===== config.mk =====
export PLATFORM = sky130hd
export DESIGN_NAME = edf_cell_mux
export DESIGN_NICKNAME = d
export VERILOG_FILES = /design/src/rtl/edf_cell_mux.sv
export SDC_FILE = /design/constraint.sdc
export NUM_CORES = 2
export LEC_CHECK = 0
export BUFFER_PORTS_ARGS = -buffer_cell sky130_fd_sc_hd__buf_2
export CORE_UTILIZATION = 45
export CTS_BUF_LIST = sky130_fd_sc_hd__clkbuf_8
export DETAILED_ROUTE_END_ITERATION = 6
export GPL_TIMING_DRIVEN = 1
export PLACE_DENSITY = 0.69
export SLEW_MARGIN = 20
export SYNTH_ARGS = -nofsm -noshare
export SYNTH_HDL_FRONTEND = slang
export SYNTH_SLANG_ARGS = --single-unit
export TNS_END_PERCENT = 10

===== constraint.sdc =====
create_clock -name clk -period 75.8 [get_ports clk]
set_clock_uncertainty 0.05 [all_clocks]
set_input_delay 7.58 -clock clk [delete_from_list [all_inputs] [get_ports clk]]
set_output_delay 7.58 -clock clk [all_outputs]
set_load 0.05 [all_outputs]

===== src/rtl/edf_cell_mux.sv =====
module edf_cell_mux #(
  parameter int N  = 4,
  parameter int WW = 5,
  parameter int F  = 16,
  parameter int TW = 12,
  localparam int IW = (N > 1) ? $clog2(N) : 1,
  localparam int EW = TW + $clog2(F + 1) + 2
) (
  input  logic            clk,
  input  logic            rst_n,
  input  logic            slot_tick,
  input  logic [N*WW-1:0] cfg_weight,
  input  logic [N*TW-1:0] cfg_start,
  output logic            grant_valid,
  output logic [IW-1:0]   grant_flow
);

  logic [TW-1:0] now;
  logic [EW-1:0] used [N];
  logic [EW-1:0] due  [N];
  logic [WW-1:0] wt   [N];
  logic [N-1:0]  elig;

  for (genvar i = 0; i < N; i++) begin : g_flow
    logic [TW-1:0] st;
    logic [EW-1:0] wd, first;
    assign wt[i]   = cfg_weight[i*WW +: WW];
    assign st      = cfg_start[i*TW +: TW];
    assign wd      = (wt[i] == '0) ? EW'(1) : EW'(wt[i]);
    assign first   = EW'(st) + used[i] / wd;
    assign due[i]  = EW'(st) + (used[i] + EW'(F) + wd - EW'(1)) / wd;
    assign elig[i] = (wt[i] != '0) && (now >= st) && (first <= EW'(now));
  end

  logic          pick_ok;
  logic [IW-1:0] pick;
  logic [EW-1:0] pick_due;

  always_comb begin
    pick_ok  = 1'b0;
    pick     = '0;
    pick_due = '0;
    for (int i = 0; i < N; i++)
      if (elig[i] && (!pick_ok || due[i] < pick_due)) begin
        pick_ok  = 1'b1;
        pick     = IW'(i);
        pick_due = due[i];
      end
  end

  always_ff @(posedge clk) begin
    if (!rst_n) begin
      now         <= '0;
      grant_valid <= 1'b0;
      grant_flow  <= '0;
      for (int i = 0; i < N; i++) used[i] <= '0;
    end else begin
      grant_valid <= slot_tick && pick_ok;
      if (slot_tick) begin
        now <= now + TW'(1);
        if (pick_ok) begin
          grant_flow  <= pick;
          used[pick]  <= used[pick] + EW'(F);
        end
      end
    end
  end

  AST_NO_TICK_NO_GRANT: assert property (@(posedge clk) disable iff (!rst_n)
    !slot_tick |=> !grant_valid);
  AST_SLOT_STEP: assert property (@(posedge clk) disable iff (!rst_n)
    slot_tick |=> now == $past(now) + TW'(1));
  AST_ZERO_WEIGHT: assert property (@(posedge clk) disable iff (!rst_n)
    grant_valid |-> wt[grant_flow] != '0);
  AST_BEFORE_DUE: assert property (@(posedge clk) disable iff (!rst_n)
    (slot_tick && pick_ok) |-> EW'(now) < pick_due);
  AST_IDLE_SLOT: assert property (@(posedge clk) disable iff (!rst_n)
    (slot_tick && elig == '0) |=> !grant_valid);
  AST_BUSY_SLOT: assert property (@(posedge clk) disable iff (!rst_n)
    (slot_tick && elig != '0) |=> grant_valid);

endmodule


After elaboration in Yosys (flattened, before gate mapping)
Memory sizes are Yosys's and may differ from the RTL's.
Index checks and enable logic that the tools add are counted.
{"block": "classes", "div_mod_pow": 8, "muxes": 22, "reduce_logical": 28, "order_cmp": 11, "n_addsub": 22}
{"op": "adder 12 x 19 -> 19 bit", "count": 8}
{"op": "divider 19 x 19 -> 19 bit", "count": 8}
{"op": "adder 19 x 5 -> 19 bit (second input constant)", "count": 5}
{"op": "adder 19 x 5 -> 19 bit", "count": 4}
{"op": "less-or-equal comparator 19 x 12 -> 1 bit", "count": 4}
{"op": "two-way mux 19 bit", "count": 4}
{"op": "subtractor 19 x 1 -> 19 bit (second input constant)", "count": 4}
{"op": "< comparator 19 bit", "count": 3}
{"op": "greater-or-equal comparator 12 bit", "count": 4}
{"op": "logical NOT 5 bit", "count": 4}
{"op": "two-way mux 5 bit", "count": 4}
{"op": "nonzero test 5 bit", "count": 4}
{"op": "OR reduction 19 bit", "count": 1}
{"op": "adder 12 x 1 -> 12 bit (second input constant)", "count": 1}
{"op": "logical AND 1 bit", "count": 12}
{"op": "two-way mux 1 bit", "count": 11}
{"op": "two-way mux 2 bit", "count": 3}
{"op": "logical NOT 1 bit", "count": 3}
{"op": "logical OR 1 bit", "count": 3}
{"op": "AND reduction 2 bit", "count": 1}
{"block": "word_totals", "reg_bits": 15, "elab_cells": 95, "ramBits": 76, "n_memories": 1, "input_bits": 71, "out_inout_bits": 3}
{"name": "used", "depth": 4, "word_bits": 19, "rd": 5, "rd_ports_with_merged_regs": 0, "wr": 4, "line": "19", "text": "logic [EW-1:0] used [N];"}

Longest topological paths before layout
{"block": "depth", "depth_word": 25, "mapped_depth": 285, "depth_no_buf": 264}

Worst setup path before layout
OpenSTA, ideal clock, no wires.
{"block": "synth_timing", "kind": "input-to-reg", "from": "input cfg_weight[4]", "to": "memory used[0][10] in the netlist's numbering, data pin", "t_arrival_ns": 59.337, "setup_ns": 0.265, "path_stages": 267, "required_time_ns": 75.485, "path_buffers": 23, "slack_ns": 16.148, "cell_sequence": "buf_2 > nor4_1 > nor2_1 > ha_1 > or3_1 > o21ai_0 > ha_1 > o21a_1 > o21ai_0 > o211ai_1 > and2_1 > ha_1 > o21a_1 > o21ai_1 > mux2_2 > ha_1 > o21a_1 > o21ai_0 > (+231 left out) > ha_1 > a21o_1 > a21o_1 > a21oi_1 > o211ai_1 > nor2_1 > nand3_1 > a21oi_1 > clkbuf_1 > clkbuf_1 > clkbuf_1 > mux2_2 > ha_1 > nand2_1 > or3_1 > xnor2_1 > a21oi_1 > nor2_1"}
{"element": "start: declaration", "line": "12", "text": "input logic [N*WW-1:0] cfg_weight,"}
{"element": "end: declaration", "line": "19"}

==> reports/results.ini <==
[global_route]
overflow = 0
grt_max_degree = 47
first_global_vias = 68160
antenna_found_initial = 24
grt_usage_pct = 28.3
grt_pass1_wl_mm = 357

[setup_path]
startpoint_type = input pin
cpPeakStageDelay_ns = 0.87
crit_required_ns = 75.87
worst_setup_path_end_kind = flop
critPathKind = input pin to flop
slowest_stage = o32ai_1
worst-path-max-fanout = 46
cp_top_family = compound AO/OA/AOI/OAI gates
cp.arrival_ns = 66.38
cp_common_cell = a21oi_1
worstPathBufferInverterCount = 17

[placement]
preCtsSetupSlack_ns = 10.30
placement.io_buffers = 73
gp_congestion = 0.992
dp_hpwl_mm = 186

[timing]
relSlewSlack_pct = 27.9
rsz0062_at_grt = no
timing_hold_violations_final = 0
fin_crit_sh_pct = 87.5
worstMarginPinSlew_ns = 1.08
setup_tns_ns = 0
finalCriticalPeriod_ns = 66.32
report.final.slew_viol_count = 0
holdWs_ns = 0.471
layout_setup_ws_ns = 9.48
finalSetupViolCount = 0
max_freq_mhz = 15.1

[floorplanning]
core_um2 = 146000
initial_core_util_pct = 45.6
dieArea_um2 = 150000
rows = 140
die_w_um = 387
ios = 74
fp.dieH_um = 387

[clocking]
cts_tree = done
clk_path_buf_depth = 2
h-tree-depth = 3
clock-root-buffer = clkbuf_8
holdBufCountCts = 0
cts-buffers-inserted = 9
ctsResizeCount = 0
insertion_delay_ns = 0.38
postCtsSetupBuffers = 0
cts_sinks = 91
clk_transition_reported_paths_ns = 0.11

[synthesis]
ys.flop_type = edfxtp_1
yosysTopAreaCell = ha_1
synth_top_area_share_pct = 18.3
synth_area_per_cell_um2 = 7.01
synth_area_um2 = 66700
postSynth.asyncResetShare_pct = 0
syn_inst = 9514
synth.distinct_cells = 146
syn_nets = 10573
synth.most_common_cell = nor2_1
ys_warn_count = 0
synth.area.top_cells = ha_1 18%, nor2_1 5.9%, o21a_1 4.9%
ys_seq_area_share_pct = 3.87
synth-edff-count = 76
synth_common_cells = 1043 x nor2_1, 976 x ha_1, 664 x nand2_1
ys_ff_latch = 91

[route]
dr.pass1.iters = 6
drt-total-wl_mm = 224
drc_errors = 0
final_antenna_net_count = 0
viasPerCell = 6.45
wl_per_cell_um = 19.8
vias = 73252
first_iter_violations = 6234

[worst_hold_path]
hold_path.class = flop to flop

[cells_and_area]
fin_nets = 10480
syn_to_final_growth_pct = 3.70
drive_gt1_share_pct = 6.72

[outcome]
status = complete, no violations

[job]
drv_cap = 0

[worst min-delay path, cell delays in order, from the launching register on]
cell and delay (ns):
dfxtp_1 0.33, nor2_1 0.10, a211oi_1 0.06
[sequential cells by signal, indices dropped and copies added, names as in the netlist]
signal       cells
used            76
grant_valid      1
grant_flow       2
now             12
[cell families after synthesis]
| group | count (synthesis) | synth area share [%] |
|---|---|---|
| multiplexers | 369 | 5.94 |
| XOR/XNOR | 512 | 6.74 |
| buffers and inverters | 712 | 4.18 |
| AND/OR/NAND/NOR | 3773 | 28.8 |
| AO/OA/AOI/OAI | 3060 | 31.7 |
| adder cells (fa/ha/maj) | 997 | 18.8 |
| flip-flops | 91 | 3.87 |
[cells in the final DEF (no fill, tap or decap), types with 45 or more instances in the layout]
| master | synthesis | routed |
|---|---|---|
| a211o_1 | 50 | 50 |
| or3_1 | 111 | 111 |
| a21boi_0 | 45 | 45 |
| nor2_1 | 1043 | 1039 |
| a21o_1 | 184 | 183 |
| mux2i_1 | 183 | 183 |
| and2_1 | 117 | 117 |
| nor4_1 | 88 | 88 |
| o21a_1 | 432 | 432 |
| a31oi_1 | 104 | 104 |
| xor2_1 | 181 | 181 |
| nor3_1 | 519 | 519 |
| nor2b_1 | 176 | 176 |
| o31ai_1 | 128 | 128 |
| buf_4 | 12 | 60 |
| or4_1 | 55 | 55 |
| xnor2_1 | 330 | 330 |
| a211oi_1 | 127 | 126 |
| edfxtp_1 | 76 | 76 |
| o211a_1 | 57 | 57 |
| buf_2 | 39 | 73 |
| mux2_2 | 178 | 178 |
| o211ai_1 | 101 | 101 |
| inv_1 | 443 | 444 |
| and4_1 | 47 | 47 |
| o21ai_0 | 559 | 558 |
| o21bai_1 | 87 | 87 |
| nand2b_1 | 173 | 173 |
| ha_1 | 976 | 976 |
| nand4_1 | 143 | 143 |
| or2_2 | 109 | 109 |
| and3_1 | 90 | 90 |
| a21oi_1 | 608 | 607 |
| nand3_1 | 245 | 245 |
| nand2_1 | 664 | 664 |
[stage by stage]
step	util, %	cell area, µm²	cells
2_1_floorplan	-	66700	9514
3_3_place_gp	47.1	69000	11327
3_5_place_dp	47.1	69000	11327
4_1_cts	47.2	69200	11343
5_1_grt	47.2	69200	11345
6_report	47.2	69200	11350
[final cells by class]
class | count | area (µm²)
Fill cell | 14807 | 77300
Multi-Input combinational cell | 8711 | 61400
Clock inverter | 7 | 61.3
Sequential cell | 91 | 2580
Antenna cell | 7 | 17.5
Clock buffer | 9 | 124
Inverter | 475 | 1790
Timing Repair Buffer | 133 | 816
Tap cell | 1917 | 2400
[metal layers]
metal	global-route usage, %	share of wire [%]	up-vias
li1	-	-	35932
met1	38.1	45	34426
met2	46.4	44	2460
met3	3.65	7.4	410
met4	9.26	3.6	24
met5	0	0.068	-
[path summary, 6_finish.rpt]
| check | from | end | slack [ns] | cells after the start |
|---|---|---|---|---|
| setup reg to reg | used[0][18] | used[0][12] | 17.37 | 241 |
| hold / removal | grant_flow[0] | grant_flow[0] | 0.47 | 2 |
| hold reg to reg | grant_flow[0] | grant_flow[0] | 0.47 | 2 |
| setup / recovery | cfg_weight[4] | used[0][12] | 9.48 | 246 |
Power is not shown: default switching activity piles up to over one toggle a cycle in this logic, so the estimate is an artifact.
